## src/rtl/wiper_stepper_pkg.sv

```systemverilog
package wiper_stepper_pkg;
  localparam int WS_NPOT_DEF  = 4;
  localparam int WS_WBITS_DEF = 6;

  typedef enum logic {
    WS_IDLE = 1'b0,
    WS_STEP = 1'b1
  } ws_mode_e;

  typedef struct packed {
    logic up;
    logic dn;
  } ws_req_t;
endpackage

```

## src/rtl/wstep_edge.sv

```systemverilog
module wstep_edge (
  input  logic clk,
  input  logic rst,
  input  logic scl_i,
  output logic scl_rise
);
  logic scl_q;

  always_ff @(posedge clk) begin
    if (rst) scl_q <= 1'b1;
    else     scl_q <= scl_i;
  end

  assign scl_rise = scl_i & ~scl_q;
endmodule

```

## src/rtl/wstep_mode.sv

```systemverilog
module wstep_mode
  import wiper_stepper_pkg::*;
#(
  parameter int NPOT = WS_NPOT_DEF,
  localparam int SELW = (NPOT > 1) ? $clog2(NPOT) : 1
) (
  input  logic            clk,
  input  logic            rst,
  input  logic            scl_rise,
  input  logic            sda_i,
  input  logic            start_stb,
  input  logic            stop_stb,
  input  logic            arm,
  input  logic [SELW-1:0] pot_sel,
  output ws_req_t         req,
  output logic [SELW-1:0] sel_q,
  output logic            active
);
  ws_mode_e mode_q;
  logic     leave;

  assign leave  = start_stb | stop_stb;
  assign active = (mode_q == WS_STEP);

  always_ff @(posedge clk) begin
    if (rst) begin
      mode_q <= WS_IDLE;
      sel_q  <= '0;
    end else if (leave) begin
      mode_q <= WS_IDLE;
    end else if (arm) begin
      mode_q <= WS_STEP;
      sel_q  <= pot_sel;
    end
  end

  always_ff @(posedge clk) begin
    if (rst) begin
      req <= '0;
    end else begin
      req.up <= active & scl_rise & sda_i  & ~leave;
      req.dn <= active & scl_rise & ~sda_i & ~leave;
    end
  end
endmodule

```

## src/rtl/wstep_bank.sv

```systemverilog
module wstep_bank
  import wiper_stepper_pkg::*;
#(
  parameter int NPOT      = WS_NPOT_DEF,
  parameter int WBITS     = WS_WBITS_DEF,
  parameter int WIPER_RST = 32,
  localparam int SELW = (NPOT > 1) ? $clog2(NPOT) : 1,
  localparam logic [WBITS-1:0] WMAX = {WBITS{1'b1}}
) (
  input  logic                   clk,
  input  logic                   rst,
  input  ws_req_t                req,
  input  logic [SELW-1:0]        sel_q,
  output logic [NPOT*WBITS-1:0]  wipers,
  output logic                   step_up,
  output logic                   step_dn
);
  logic [NPOT-1:0] mv_up;
  logic [NPOT-1:0] mv_dn;

  for (genvar p = 0; p < NPOT; p++) begin : g_pot
    logic [WBITS-1:0] pos_q;
    logic             hit;

    assign hit      = (sel_q == SELW'(p));
    assign mv_up[p] = hit & req.up & (pos_q != WMAX);
    assign mv_dn[p] = hit & req.dn & (pos_q != '0);

    always_ff @(posedge clk) begin
      if (rst)           pos_q <= WBITS'(WIPER_RST);
      else if (mv_up[p]) pos_q <= pos_q + 1'b1;
      else if (mv_dn[p]) pos_q <= pos_q - 1'b1;
    end

    assign wipers[p*WBITS +: WBITS] = pos_q;
  end

  always_ff @(posedge clk) begin
    if (rst) begin
      step_up <= 1'b0;
      step_dn <= 1'b0;
    end else begin
      step_up <= |mv_up;
      step_dn <= |mv_dn;
    end
  end
endmodule

```

## src/rtl/wiper_stepper.sv

```systemverilog
module wiper_stepper
  import wiper_stepper_pkg::*;
#(
  parameter int NPOT      = WS_NPOT_DEF,
  parameter int WBITS     = WS_WBITS_DEF,
  parameter int WIPER_RST = 32,
  localparam int SELW = (NPOT > 1) ? $clog2(NPOT) : 1
) (
  input  logic                  clk,
  input  logic                  rst,
  input  logic                  scl_i,
  input  logic                  sda_i,
  input  logic                  start_stb,
  input  logic                  stop_stb,
  input  logic                  arm,
  input  logic [SELW-1:0]       pot_sel,
  output logic [NPOT*WBITS-1:0] wipers,
  output logic                  step_up,
  output logic                  step_dn,
  output logic                  active
);
  logic            scl_rise;
  ws_req_t         req;
  logic [SELW-1:0] sel_q;

  wstep_edge u_edge (
    .clk      (clk),
    .rst      (rst),
    .scl_i    (scl_i),
    .scl_rise (scl_rise)
  );

  wstep_mode #(.NPOT(NPOT)) u_mode (
    .clk       (clk),
    .rst       (rst),
    .scl_rise  (scl_rise),
    .sda_i     (sda_i),
    .start_stb (start_stb),
    .stop_stb  (stop_stb),
    .arm       (arm),
    .pot_sel   (pot_sel),
    .req       (req),
    .sel_q     (sel_q),
    .active    (active)
  );

  wstep_bank #(.NPOT(NPOT), .WBITS(WBITS), .WIPER_RST(WIPER_RST)) u_bank (
    .clk     (clk),
    .rst     (rst),
    .req     (req),
    .sel_q   (sel_q),
    .wipers  (wipers),
    .step_up (step_up),
    .step_dn (step_dn)
  );
endmodule

```

## config.mk

```make
export PLATFORM = sky130hd
export DESIGN_NAME = wiper_stepper
export DESIGN_NICKNAME = d
export VERILOG_FILES = /design/src/rtl/wiper_stepper_pkg.sv /design/src/rtl/wstep_edge.sv /design/src/rtl/wstep_mode.sv /design/src/rtl/wstep_bank.sv /design/src/rtl/wiper_stepper.sv
export SDC_FILE = /design/constraint.sdc
export NUM_CORES = 1
export LEC_CHECK = 0
export ABC_AREA = 0
export BUFFER_PORTS_ARGS = -buffer_cell sky130_fd_sc_hd__buf_4
export CORE_ASPECT_RATIO = 1.75
export CORE_MARGIN = 2
export CORE_UTILIZATION = 56
export DETAILED_ROUTE_END_ITERATION = 12
export PLACE_DENSITY = 0.85
export REMOVE_ABC_BUFFERS = 1
export SETUP_SLACK_MARGIN = 0.05
export SLEW_MARGIN = 30
export SYNTH_ARGS = -nofsm -noshare
export SYNTH_HDL_FRONTEND = slang
export SYNTH_SLANG_ARGS = --single-unit
```

## constraint.sdc

```tcl
create_clock -name clk -period 3.3 [get_ports clk]
set_input_delay 0.825 -clock clk [delete_from_list [all_inputs] [get_ports clk]]
set_output_delay 0.825 -clock clk [all_outputs]
set_load 0.005 [all_outputs]
```

==> run summary <==
Status - completed
Max-cap viol count - 0
Final period util - 79.1%
Worst path slowest cell - dfxtp_1
Net Sw Power - 168 uW
Comb power frac - 3.0%
Met2 wire len - 2.39 mm
Fin cells - 308
# setup viols final - 0
Crit. End Element - flop
Cell variety after synth - 37
Crit-path most repeated cell - mux2i_1
Clock group share of total power - 47.7%
Crit-path cells - nand4_1 > o21ai_0 > or3_1 > ha_1 > a211oi_1 > o21bai_1 > a21oi_1 > mux2i_1 > mux2i_1
Startpoint types - flop
Die Width - 49.7 um
Fin. max-slew vios - 0
Netlist Area Pre-Place - 2050 um2
Vias in the first global route - 1646
CP Class - flop to flop
First-pass GRT wire length - 7.18 mm
Hold crit path type - flop to flop
Pre-CTS WS - 744 ps
Post-CTS Resized - 0
Synth top area share - 31.3%
Die area - 4180 um2
Dpl hpwl - 3.19 mm
Die height - 84.0 um
Lkg Pwr - 1.04 nW
Clock root cell - clkbuf_8
Fillcell total - 315
GRT overflow - 0
Vias/cell - 5.75
Area Growth Syn to Fin - 20.9%
Worst Setup Slack, final - 688 ps
Sequential area share after synthesis - 31.3%
WP buf/inv - 0
Layout Nets - 290
Drc violations - 0
Min cycle time layout - 2610 ps
Area contributors post-synth - dfxtp_1 (31%), ha_1 (9.8%), mux2i_1 (9.8%)
CP Data Required Time - 3530 ps
CTS H-tree lvls - 2
Initial core utilization - 57.6%
Peak Freq - 383 MHz
Hold Violations, Final - 0
CTS buffer count - 5
N_diodes - 0
Multi-input gate area - 1370 um2
Core area - 3560 um2
Worst-path clk slew - 70 ps
Met1 WL - 1.67 mm
Final ANT Viol Nets - 0
Sw Share - 21.2%
Yosys warning count - 0
Max Used Layer - met4
Yosys top cell by area - dfxtp_1
Register area - 641 um2
Setup Buffers After CTS - 0
PortBufs - 35
WP data arrival - 2840 ps
Crit-path leading delay family - compound AO/OA/AOI/OAI gates
Clk sinks - 32
Peak VDD IR - 0.000265 V
CTS tree - built
GRT Util Overall - 21.9%
Finished Cell Area - 2480 um2
DRT Wirelength - 4.25 mm
DR WL/cell - 13.8 um
DRT iter0 DRCs - 44
Max Fanout on Critical Path - 7
Largest net degree at the start of global routing - 33
Internal - 623 uW
Clock Skew - 6.73 ps
Detailed-route via count - 1772
Total power - 791 uW
Fin Setup TNS - 0 ps
RSZ-0062 raised after global routing - no
Biggest cell delay along the critical path - 480 ps
Skew-Pair Late Insertion Delay - 290 ps
Met3 WL - 116 um
Pwr/cell area - 319 nW/um2
Reg power frac - 49.3%
Least-Margin Pin Slew - 588 ps
Slew margin rel. - 60.6%
# IOs - 36
Initial antenna violation count - 0
Share of layout cells above drive strength 1 - 21.8%
Longest Clk Path Bufs - 2
Row Count - 29
#FFs+latches synth - 32
Post-DP Area - 2360 um2
Post-Syn Area per Cell - 9.27 um2
Initial DRT Pass Iterations - 4
Placed insts - 300
Hold buffer count at CTS - 0
Post-Synthesis Cells - 221
Global placement routability congestion - 0.781
[state kept, by name, summed over array words and instances, names as in the netlist]
signal and cells:
u_bank.step_dn 1, u_mode.active 1, u_edge.scl_q 1, u_bank.step_up 1, u_mode.sel_q 2, u_bank.g_pot.pos_q 24, u_mode.req 2
[cells by family (layout without fill, tap and decap cells)]
| group | count (synthesis) | in the layout | share of synthesized area [%] |
|---|---|---|---|
| mux | 21 | 21 | 10.9 |
| flops | 32 | 32 | 31.3 |
| simple gates | 69 | 69 | 17.2 |
| buf+inv | 9 | 50 | 1.65 |
| xor+xnor | 16 | 16 | 6.84 |
| fa+ha+maj | 20 | 20 | 13.7 |
| compound gates | 54 | 54 | 18.5 |
[cells in the mapped netlist, drive strengths merged]
library cell / number
a211oi: 7
a21bo: 3
a21boi: 3
a21o: 7
a21oi: 12
a41oi: 1
and3: 3
clkbuf: 3
dfxtp: 32
fa: 4
ha: 16
inv: 6
mux2i: 20
mux4: 1
nand2: 8
nand2b: 1
nand3: 1
nand3b: 1
nand4: 7
nand4b: 1
nor2: 32
nor2b: 6
nor3: 2
nor3b: 1
nor4: 4
o211ai: 4
o21a: 4
o21ai: 9
o21bai: 3
o311ai: 1
or2: 1
or3: 1
xnor2: 14
xor2: 2
[layer usage]
metal | track usage, % | up-vias
li1 | - | 886
met1 | 22.4 | 851
met2 | 41.7 | 29
met3 | 3.94 | 6
met4 | 8.59 | 0
met5 | 0 | -
[final cells by class]
class / instances / share of cell area [%]
Multi-Input combinational cell: 180 / 55.5
Sequential cell: 32 / 25.9
Timing Repair Buffer: 36 / 10.9
Clock buffer: 5 / 2.78
Tap cell: 46 / 2.32
Clock inverter: 3 / 1.72
Inverter: 6 / 0.910
[layout by cell type (no fill, tap or decap), drive strengths merged, types with 4 or more instances in the layout]
cell and instances:
a211oi 7, a21o 7, a21oi 12, buf 36, clkbuf 5, dfxtp 32
fa 4, ha 16, inv 6, mux2i 20, nand2 8, nand4 7
nor2 32, nor2b 6, nor4 4, o211ai 4, o21a 4, o21ai 9
xnor2 14
[worst reg2reg max path, delay by kind of cell, from the launching register on]
family | cells | cell delay, ps
AO/OA/AOI/OAI | 4 | 850
flip-flops | 1 | 480
AND/OR/NAND/NOR | 2 | 480
multiplexers | 2 | 420
adder cells (fa/ha/maj) | 1 | 310
[stage by stage]
step                hold WS [ps]  utilization [%]
floorplan                    472                -
global placement             477             66.5
detailed placement           497             66.5
CTS                          513             69.6
global route                 552             69.6
finish                       506             69.6
[worst paths after layout]
path	from	end	slack [ps]	cells past startpoint
setup / recovery	u_bank.g_pot[0].pos_q[0]$_SDFFE_PP0P_	u_bank.g_pot[0].pos_q[5]$_SDFFE_PP1P_	690	9
hold / removal	u_mode.active$_SDFFE_PP0P_	u_mode.active$_SDFFE_PP0P_	510	1
setup reg to reg	u_bank.g_pot[0].pos_q[0]$_SDFFE_PP0P_	u_bank.g_pot[0].pos_q[5]$_SDFFE_PP1P_	690	9
hold reg to reg	u_mode.active$_SDFFE_PP0P_	u_mode.active$_SDFFE_PP0P_	510	1
[power by group through the flow]
stage / clock [mW] / sequential (mW) / combinational, mW
6_report: 0.377 / 0.390 / 0.0238
3_5_place_dp: 0 / 0.399 / 0.0239
4_1_cts: 0.386 / 0.390 / 0.0239
2_1_floorplan: 0 / 0.398 / 0.00822
5_1_grt: 0.396 / 0.390 / 0.0264
3_3_place_gp: 0 / 0.399 / 0.0231
(Power assumes the default switching activity.)
